`src/rtl/alu_pkg.sv`:
```
package alu_pkg;

    typedef enum logic [5:0] {
        OP_ADD, OP_SUB, OP_MUL, OP_AND, OP_OR, OP_XOR, OP_NOR,
        OP_ADDI, OP_MULI, OP_ANDI, OP_ORI, OP_XORI,
        OP_ANDHI, OP_ORHI, OP_XORHI,
        OP_CGE, OP_CLT, OP_CNE, OP_CEQ, OP_CGEU, OP_CLTU,
        OP_CGEI, OP_CLTI, OP_CNEI, OP_CEQI, OP_CGEUI, OP_CLTUI,
        OP_SLL, OP_SRL, OP_SRA, OP_ROL, OP_ROR,
        OP_SLLI, OP_SRLI, OP_SRAI, OP_ROLI
    } alu_op_e;

    typedef enum logic [1:0] {
        IMM_NONE, IMM_SEXT, IMM_ZEXT, IMM_HIGH
    } imm_kind_e;

    function automatic imm_kind_e imm_kind(alu_op_e op);
        imm_kind_e k;
        unique case (op)
            OP_ADDI, OP_MULI, OP_CGEI, OP_CLTI, OP_CNEI, OP_CEQI: k = IMM_SEXT;
            OP_ANDI, OP_ORI, OP_XORI, OP_CGEUI, OP_CLTUI:         k = IMM_ZEXT;
            OP_ANDHI, OP_ORHI, OP_XORHI:                          k = IMM_HIGH;
            default:                                              k = IMM_NONE;
        endcase
        return k;
    endfunction

    function automatic logic is_cmp(alu_op_e op);
        return (op inside {OP_CGE, OP_CLT, OP_CNE, OP_CEQ, OP_CGEU, OP_CLTU,
                           OP_CGEI, OP_CLTI, OP_CNEI, OP_CEQI, OP_CGEUI, OP_CLTUI});
    endfunction

endpackage

```
`src/rtl/alu_operand_sel.sv`:
```
module alu_operand_sel
    import alu_pkg::*;
#(
    parameter int DATA_W = 32,
    parameter int IMM_W  = 16,
    parameter int IDX_W  = 5,
    localparam int SH_W  = $clog2(DATA_W)
) (
    input  alu_op_e             op,
    input  logic [DATA_W-1:0]   a_raw,
    input  logic [IDX_W-1:0]    a_idx,
    input  logic [DATA_W-1:0]   b_raw,
    input  logic [IDX_W-1:0]    b_idx,
    input  logic [IMM_W-1:0]    imm,
    output logic [DATA_W-1:0]   a_eff,
    output logic [DATA_W-1:0]   b_opnd,
    output logic [SH_W-1:0]     b_amt
);
    localparam int PAD_W = DATA_W - IMM_W;

    logic [DATA_W-1:0] b_reg;
    logic [DATA_W-1:0] imm_ext;

    always_comb begin
        a_eff = (a_idx == '0) ? '0 : a_raw;
        b_reg = (b_idx == '0) ? '0 : b_raw;
        b_amt = b_reg[SH_W-1:0];
    end

    always_comb begin
        unique case (imm_kind(op))
            IMM_SEXT: imm_ext = {{PAD_W{imm[IMM_W-1]}}, imm};
            IMM_ZEXT: imm_ext = {{PAD_W{1'b0}}, imm};
            IMM_HIGH: imm_ext = {imm, {PAD_W{1'b0}}};
            default:  imm_ext = '0;
        endcase
        b_opnd = (imm_kind(op) == IMM_NONE) ? b_reg : imm_ext;
    end

    always_comb begin
        if (imm_kind(op) == IMM_HIGH) begin
            p_high_low_zero_r5: assert (b_opnd[PAD_W-1:0] == '0)
                else $error("upper-half immediate leaks into low bits");
        end
    end

endmodule

```
`src/rtl/alu_cmp_unit.sv`:
```
module alu_cmp_unit
    import alu_pkg::*;
#(
    parameter int DATA_W = 32
) (
    input  alu_op_e           op,
    input  logic [DATA_W-1:0] a,
    input  logic [DATA_W-1:0] b,
    output logic              hit
);
    logic s_lt, u_lt, eq;

    always_comb begin
        s_lt = ($signed(a) < $signed(b));
        u_lt = (a < b);
        eq   = (a == b);
        unique case (op)
            OP_CGE, OP_CGEI:   hit = ~s_lt;
            OP_CLT, OP_CLTI:   hit = s_lt;
            OP_CNE, OP_CNEI:   hit = ~eq;
            OP_CEQ, OP_CEQI:   hit = eq;
            OP_CGEU, OP_CGEUI: hit = ~u_lt;
            OP_CLTU, OP_CLTUI: hit = u_lt;
            default:           hit = 1'b0;
        endcase
    end

endmodule

```
`src/rtl/alu_shift_unit.sv`:
```
module alu_shift_unit
    import alu_pkg::*;
#(
    parameter int DATA_W = 32,
    localparam int SH_W  = $clog2(DATA_W)
) (
    input  alu_op_e           op,
    input  logic [DATA_W-1:0] a,
    input  logic [SH_W-1:0]   reg_amt,
    input  logic [SH_W-1:0]   imm_amt,
    output logic [DATA_W-1:0] res
);
    logic [SH_W-1:0]     amt;
    logic [2*DATA_W-1:0] dbl_l, dbl_r;

    always_comb begin
        amt   = (op inside {OP_SLLI, OP_SRLI, OP_SRAI, OP_ROLI}) ? imm_amt : reg_amt;
        dbl_l = {a, a} << amt;
        dbl_r = {a, a} >> amt;
        unique case (op)
            OP_SLL, OP_SLLI: res = a << amt;
            OP_SRL, OP_SRLI: res = a >> amt;
            OP_SRA, OP_SRAI: res = DATA_W'($signed(a) >>> amt);
            OP_ROL, OP_ROLI: res = dbl_l[2*DATA_W-1:DATA_W];
            OP_ROR:          res = dbl_r[DATA_W-1:0];
            default:         res = '0;
        endcase
    end

    always_comb begin
        if ((op == OP_SRA || op == OP_SRAI) && a[DATA_W-1]) begin
            p_sra_fill_r8: assert (res[DATA_W-1])
                else $error("arithmetic shift lost sign");
        end
    end

endmodule

```
`src/rtl/alu_core.sv`:
```
module alu_core
    import alu_pkg::*;
#(
    parameter int DATA_W = 32,
    parameter int IMM_W  = 16,
    parameter int IDX_W  = 5,
    localparam int SH_W  = $clog2(DATA_W)
) (
    input  logic [5:0]        op_i,
    input  logic [DATA_W-1:0] a_i,
    input  logic [IDX_W-1:0]  a_idx_i,
    input  logic [DATA_W-1:0] b_i,
    input  logic [IDX_W-1:0]  b_idx_i,
    input  logic [IMM_W-1:0]  imm_i,
    input  logic [SH_W-1:0]   shamt_i,
    input  logic [IDX_W-1:0]  dst_i,
    output logic [DATA_W-1:0] result_o,
    output logic              wen_o
);
    alu_op_e           op;
    logic [DATA_W-1:0] a_eff, b_opnd, sh_res, raw;
    logic [SH_W-1:0]   b_amt;
    logic              cmp_hit;

    assign op = alu_op_e'(op_i);

    alu_operand_sel #(.DATA_W(DATA_W), .IMM_W(IMM_W), .IDX_W(IDX_W)) opsel_i (
        .op(op), .a_raw(a_i), .a_idx(a_idx_i), .b_raw(b_i), .b_idx(b_idx_i),
        .imm(imm_i), .a_eff(a_eff), .b_opnd(b_opnd), .b_amt(b_amt)
    );

    alu_cmp_unit #(.DATA_W(DATA_W)) cmp_i (
        .op(op), .a(a_eff), .b(b_opnd), .hit(cmp_hit)
    );

    alu_shift_unit #(.DATA_W(DATA_W)) shf_i (
        .op(op), .a(a_eff), .reg_amt(b_amt), .imm_amt(shamt_i), .res(sh_res)
    );

    always_comb begin
        unique case (op)
            OP_ADD, OP_ADDI:            raw = a_eff + b_opnd;
            OP_SUB:                     raw = a_eff - b_opnd;
            OP_MUL, OP_MULI:            raw = a_eff * b_opnd;
            OP_AND, OP_ANDI, OP_ANDHI:  raw = a_eff & b_opnd;
            OP_OR,  OP_ORI,  OP_ORHI:   raw = a_eff | b_opnd;
            OP_XOR, OP_XORI, OP_XORHI:  raw = a_eff ^ b_opnd;
            OP_NOR:                     raw = ~(a_eff | b_opnd);
            OP_SLL, OP_SRL, OP_SRA, OP_ROL, OP_ROR,
            OP_SLLI, OP_SRLI, OP_SRAI, OP_ROLI:
                                        raw = sh_res;
            default:                    raw = is_cmp(op) ? {{(DATA_W-1){1'b0}}, cmp_hit} : '0;
        endcase
    end

    always_comb begin
        wen_o    = (dst_i != '0);
        result_o = wen_o ? raw : '0;
    end

    always_comb begin
        if (is_cmp(op)) begin
            p_cmp_bool_r6: assert (result_o[DATA_W-1:1] == '0)
                else $error("compare result not boolean");
        end
        if (op == OP_ANDI) begin
            p_andi_zext_r4: assert (result_o[DATA_W-1:IMM_W] == '0)
                else $error("and-immediate sign-extended");
        end
        if (op == OP_OR && a_idx_i == '0 && wen_o) begin
            p_zero_src_r11: assert (result_o == b_opnd)
                else $error("index zero operand not read as zero");
        end
        if (dst_i == '0) begin
            p_discard_r10: assert (!wen_o && result_o == '0)
                else $error("write to index zero not discarded");
        end
    end

endmodule

```
`config.mk`:
```
export PLATFORM = sky130hd
export DESIGN_NAME = alu_core
export DESIGN_NICKNAME = d
export VERILOG_FILES = /design/src/rtl/alu_pkg.sv /design/src/rtl/alu_operand_sel.sv /design/src/rtl/alu_cmp_unit.sv /design/src/rtl/alu_shift_unit.sv /design/src/rtl/alu_core.sv
export SDC_FILE = /design/constraint.sdc
export NUM_CORES = 2
export LEC_CHECK = 0
export BUFFER_PORTS_ARGS = -buffer_cell sky130_fd_sc_hd__buf_2
export CORE_MARGIN = 3
export CORE_UTILIZATION = 30
export DETAILED_ROUTE_END_ITERATION = 6
export GPL_TIMING_DRIVEN = 0
export REMOVE_ABC_BUFFERS = 1
export SYNTH_ARGS = -nofsm -noshare
export SYNTH_HDL_FRONTEND = slang
export SYNTH_SLANG_ARGS = --single-unit
```
`constraint.sdc`:
```
create_clock -name vclk -period 37.5
set_clock_uncertainty 0.1 [all_clocks]
set_input_delay 7.5 -clock vclk [all_inputs]
set_output_delay 7.5 -clock vclk [all_outputs]
set_load 0.01 [all_outputs]
```
======== Word level (Yosys, flattened, before mapping) ========
Memory sizes are Yosys's and may differ from the RTL's.
Index checks and enable logic that the tools add are counted.
word-level totals
  flip-flop bits (word level) ............. 0
  latch bits .............................. 0
  memory bits (writable) .................. 0
  ROM bits ................................ 128
  input bits .............................. 106
  output and inout port bits .............. 33
  word-level logic and storage cells ...... 93
  memories kept ........................... 2
memories
  name             depth  width  rd ports  clocked after memory_dff  write ports  line           source
  (no name shown)  32     2      1         0                         0            alu_pkg.sv:19  unique case (op)
  (no name shown)  32     2      1         0                         0            alu_pkg.sv:19
cells by class
  $add $sub $neg .......................... 2
  $mul .................................... 1
  div/mod/pow operators ................... 0
  order comparisons ....................... 2
  equal/unequal tests ..................... 39
  shift operators ......................... 5
  mux-type cells .......................... 12
  bitwise operators ....................... 7
  reduce and logical (&&, ||, !) cells .... 23
operators by type and width
  operator              number
  $pmux W32 S8          1
  $pmux W32 S5          1
  $mux W32              4
  $eq A6 B5 Y1 const B  16
  $pmux W32 S3          1
  $lt A32 B32 Y1        2
  $shl A64 B5 Y64       1
  $shr A64 B5 Y32       1
  $eq A6 B4 Y1 const B  8
  $add A32 B32 Y32      1
  $and A32 B32 Y32      1
  $eq A32 B32 Y1        1
  $mul A32 B32 Y32      1
  $not A32 Y32          1
  $or A32 B32 Y32       1
  $shl A32 B5 Y32       1
  $shr A32 B5 Y32       1
  $sshr A32 B5 Y32      1
  $sub A32 B32 Y32      1
  $xor A32 B32 Y32      1
  $eq A6 B3 Y1 const B  4
  $eq A6 B6 Y1 const B  4
  $reduce_or A2 Y1      12
  $eq A6 B2 Y1 const B  2
  other kinds (16)      23

======== Depth between registers and ports, before layout ========
An unclocked memory read counts as a cell.
  depth in word-level cells ............... 11
  mapped depth ............................ 39
  depth with buffers taken out ............ 36

======== Hierarchy ========
Synthesis repeated with hierarchy kept, for this count alone.
second synthesis, totals
  cells, all modules ...................... 3425
  area, all modules ....................... 26689.3 um2
by module, submodules not included
  module           times used  cells an instance  area each (um2)  seq. area each (um2)
  alu_core         1           2379               19489.9          0.0
  alu_shift_unit   1           790                5327.6           0.0
  alu_cmp_unit     1           149                1033.5           0.0
  alu_operand_sel  1           107                838.3            0.0

======== Worst setup path after synthesis ========
No wires, ideal clock.
  path type ............................... in2out
  start point ............................. input port op_i[0]
  end point ............................... output port result_o[31]
  arrival time ............................ 15984 ps
  data required time ...................... 29900 ps
  setup slack ............................. 13916 ps
  stages .................................. 37
  path buffers ............................ 4
  cells stage by stage .................... inv_1 ha_1 buf_2 nor2_1 a32oi_2 a21oi_2 xnor2_2 buf_2 a22o_1 clkbuf_1 clkbuf_1 ha_1 inv_1 fa_1 inv_1 fa_1 fa_1 inv_1 fa_1 inv_1 fa_1 ha_1 fa_1 fa_1 ha_1 and4_1 nand2_1 or4b_2 a32oi_1 a211o_1 nand2_1 a211oi_1 a211oi_1 o21ai_0 xnor2_1 nand2_1 a31oi_1
on the way
  cells in the longest elaborated chain, start to end .. 9
  elaborated cells between the ends (all ways) .. 61
  those cells by class .................... add/sub (2); mul (1); eq/ne (26); shift (5); mux (8); bitwise (4); reduce/logical (13); memory (2)
ends and longest elaborated chain
  item                                                                      line            source
  start: declaration                                                        alu_core.sv:9   input logic [5:0] op_i,
  parallel branches: the longest is 7 deep, another holds $mul A32 B32 Y32  n/a
  $pmux W32 S8 *                                                            alu_core.sv:41  unique case (op)
  $mux W32 *                                                                alu_core.sv:58  result_o = wen_o ? raw : '0;
  end: declaration                                                          alu_core.sv:17  output logic [DATA_W-1:0] result_o,
Mark *: on every way between the ends.

======== Worst setup path after layout ========
  start point ............................. input port a_idx_i[2]
  end point ............................... output port result_o[29]
on the way
  cells in the longest elaborated chain, start to end .. 6
  elaborated cells between the ends (all ways) .. 17
  those cells by class .................... add/sub (2); mul (1); shift (5); mux (4); bitwise (4); reduce/logical (1)
ends and longest elaborated chain
  item                                                                      line                   source
  start: declaration                                                        alu_core.sv:11         input logic [IDX_W-1:0] a_idx_i,
  $logic_not A5 Y1 *                                                        n/a
  $mux W32 *                                                                alu_operand_sel.sv:25  a_eff = (a_idx == '0) ? '0 : a_raw;
  parallel branches: the longest is 2 deep, another holds $mul A32 B32 Y32  n/a
  $pmux W32 S8 *                                                            alu_core.sv:41
  $mux W32 *                                                                alu_core.sv:58
Marked as above.

==> results.md <==
- Setup repair after global routing left no endpoint under its margin.
- The via count is roughly 26,000.
- The number of nets with antenna violations after detailed routing is 0.
- The number of pins with negative max-slew slack in the final report came to 46.
- The total global-route track usage is 26.3%.
- The remaining routing DRC violations is 0.
- The sequential fraction of the synthesis area is 0%.
- The nature of the critical path startpoint is a primary input.
- The number of I/O port buffers is roughly 140.
- In the post-synthesis netlist, the biggest area contributors are sky130_fd_sc_hd__fa_1 32%, sky130_fd_sc_hd__ha_1 11%, sky130_fd_sc_hd__nor2_1 7.5%.
- The max capacitance violation total is 4.
- The first detailed-routing pass took 6 iterations.
- The number of inserted filler cells in the final layout is slightly below 9,000.
- The count of hold buffers inserted by post-cts repair is 0.
- The total of clock buffers placed in the layout is 0.
- Data arrives at the worst endpoint at roughly 19,000 ps.
- Of the available clock period, the critical path in the final layout requires a little under three quarters.
- The post-synth design cell area is approximately 0.025 sq mm.
- Grouping stages by cell kind, the critical path spends the most delay in adder cells.
- The die width is between 200 and 300 um.
- The highest achievable clock rate is ~0.037 GHz.
- Cells fill approximately 33% of the core in the end.
- The area taken by multi-input logic gates is 0.0226 sq mm.
- The layout-stage area growth over the synthesis result is 6.69%.
- The clock period could shrink to 26,880 ps.
- In the finished design the tool counted flip-flops and latches totalling 0.
- Counting both buffers and inverters, the worst setup path holds a total of 5.
- The via count normalized by instance count is around 5.8.
- After legalization and detailed placement, the total HPWL measured between 90,000 and 100,000 um.
- The weighted congestion at the end of routability-driven global placement is approximately 1.0.
- The vertical die dimension is a little under 300 um.
- Entering global routing, the biggest net connects 87 pins.
- The die covers ~0.088 sq mm.
- The endpoint class of the critical path is an output pin.
- After floorplanning, the core was divided into 105 placement rows.
- Headroom to the max-slew limit came out at -5.61%.
- The via count of the first global-routing pass is 25,200.
- about 140 I/O pins were placed.
- The largest area contributor in the synthesized netlist is sky130_fd_sc_hd__fa_1.
- In this run the post-CTS setup repair buffer count came out at 0.
- The area of placed instances is between 0.02 and 0.03 sq mm.
- The total congestion overflow is 0.
- Dividing the detail-routed wire length by the instance count gives between 20 and 30 um.
- At the pin with the least slew margin, the transition time is between 1500 and 2000 ps.
- Summing all flip-flop and latch instances after layout gives 0 sq um.
- The area share of the largest cell type after synthesis is 32.5%.
- Adding up every negative setup slack in the final design gives 0 ps.
- The checks that failed: capacitance limit, slew limit.
- The starting density of the core is 30.5%.
- The required time at the endpoint of the critical path is between 20,000 and 30,000 ps.
- The number of antenna violations at the first check in global routing is 5.
- In the synthesized netlist, the number of instances is between 3,000 and 4,000.
- The count of endpoints failing setup in the final report is 0.
- The number of hold violations in the final report is 0.
- The maximum fanout along the worst path is 33.
- The library cell contributing the largest single delay on the critical path is sky130_fd_sc_hd__clkinv_1.
- The total wire length after detailed routing is 117,000 um.
- The run finished, with violations left.
- The floorplan step defined a core boundary enclosing 0.0828 sq mm.
- The worst setup path is of the in2out kind.
- After routing the design area is 0.0270 sq mm.
- The first global-routing pass estimated 171,000 um of wire.
- The count of unique library cells instantiated by Yosys is 93.
- The largest incremental delay on the critical path is 1420 ps.
- The average instance in the mapped netlist occupies ~7.5 sq um.
- The final-stage net count is 4,052.
- In this run the worst hold path is classified as in2out.
- The most frequent cell on the critical path is sky130_fd_sc_hd__fa_1.
- The number of violations reported at the end of detailed-routing iteration 0 is about 3,000.
- For this run, the number of Yosys warnings is 0.
- Of the cells placed in the final design, the portion with a size suffix greater than 1 is 7.65%.
- The count of cells resized by post-cts repair is 0.
-- metal layers --
metal	track usage (%)	vias up	part of all wire, %
met1	35.7	12700	41
met3	5.97	311	11
met2	40.3	1537	43
met5	0.759	-	0.071
li1	-	11000	-
met4	11.1	6	5.4
-- per-stage QoR --
| stage | hold WS (ps) | std cells | worst slack, ps |
|---|---|---|---|
| 2_1_floorplan | 15050 | 3145 | 13910 |
| 3_3_place_gp | 15370 | 4354 | 10700 |
| 3_5_place_dp | 15370 | 4378 | 11030 |
| 4_1_cts | 15370 | 4378 | 11000 |
| 5_1_grt | 15390 | 4379 | 10470 |
| 6_report | 15330 | 4383 | 10620 |
-- kinds of logic after synthesis --
family          after synthesis  share of synthesized area (%)
simple gates               1060                           17.4
fa+ha+maj                   635                           43.6
buf+inv                     719                           11.0
mux                          92                           3.97
compound gates              788                           20.6
xor+xnor                     85                           3.36
-- tightest hold or removal path, stage by stage --
cell,delay (ps)
sky130_fd_sc_hd__buf_2,80
sky130_fd_sc_hd__nor2_1,30
sky130_fd_sc_hd__nand2_1,150
sky130_fd_sc_hd__buf_2,170
-- area by class of cell --
type	count	share of cell area, %
multi-input combinational	2660	83.9
inverter	485	6.76
tap	1070	4.96
timing repair buffer	164	4.33
antenna	4	0.0371
-- layout by cell type (no fill, tap or decap), types with 33 or more instances in the layout --
cell type                 netlist  layout
sky130_fd_sc_hd__buf_2         37     139
sky130_fd_sc_hd__o21ai_0      155     155
sky130_fd_sc_hd__fa_1         410     410
sky130_fd_sc_hd__mux2i_1       70      69
sky130_fd_sc_hd__nor3_1        34      33
sky130_fd_sc_hd__nor2_1       505     504
sky130_fd_sc_hd__inv_1        465     464
sky130_fd_sc_hd__a31oi_1       35      35
sky130_fd_sc_hd__a21oi_1      222     222
sky130_fd_sc_hd__o22ai_1       34      33
sky130_fd_sc_hd__nand2_1      379     379
sky130_fd_sc_hd__a21o_1        34      34
sky130_fd_sc_hd__ha_1         225     225
sky130_fd_sc_hd__and2_1        37      37
sky130_fd_sc_hd__xnor2_1       63      63
-- path summary, 6_finish.rpt --
kind | cells past startpoint | endpoint | start
min | 4 | wen_o | dst_i[4]
max | 29 | result_o[29] | a_idx_i[2]
-- Yosys cell counts (all sizes together) (12+ instances only) --
library cell,n
a21oi,223
mux2,17
nor3,34
clkbuf,173
o31ai,12
a22o,16
buf,61
mux2i,70
o211ai,29
a21o,34
nand2,379
o22ai,34
a221oi,30
a22oi,15
fa,410
and2,38
inv,476
nand3,18
xor2,14
o221ai,18
a31oi,35
a221o,25
a211oi,25
xnor2,64
o21ai,170
ha,225
nand2b,14
nor2,506
and3,15
o21bai,19
o21a,21
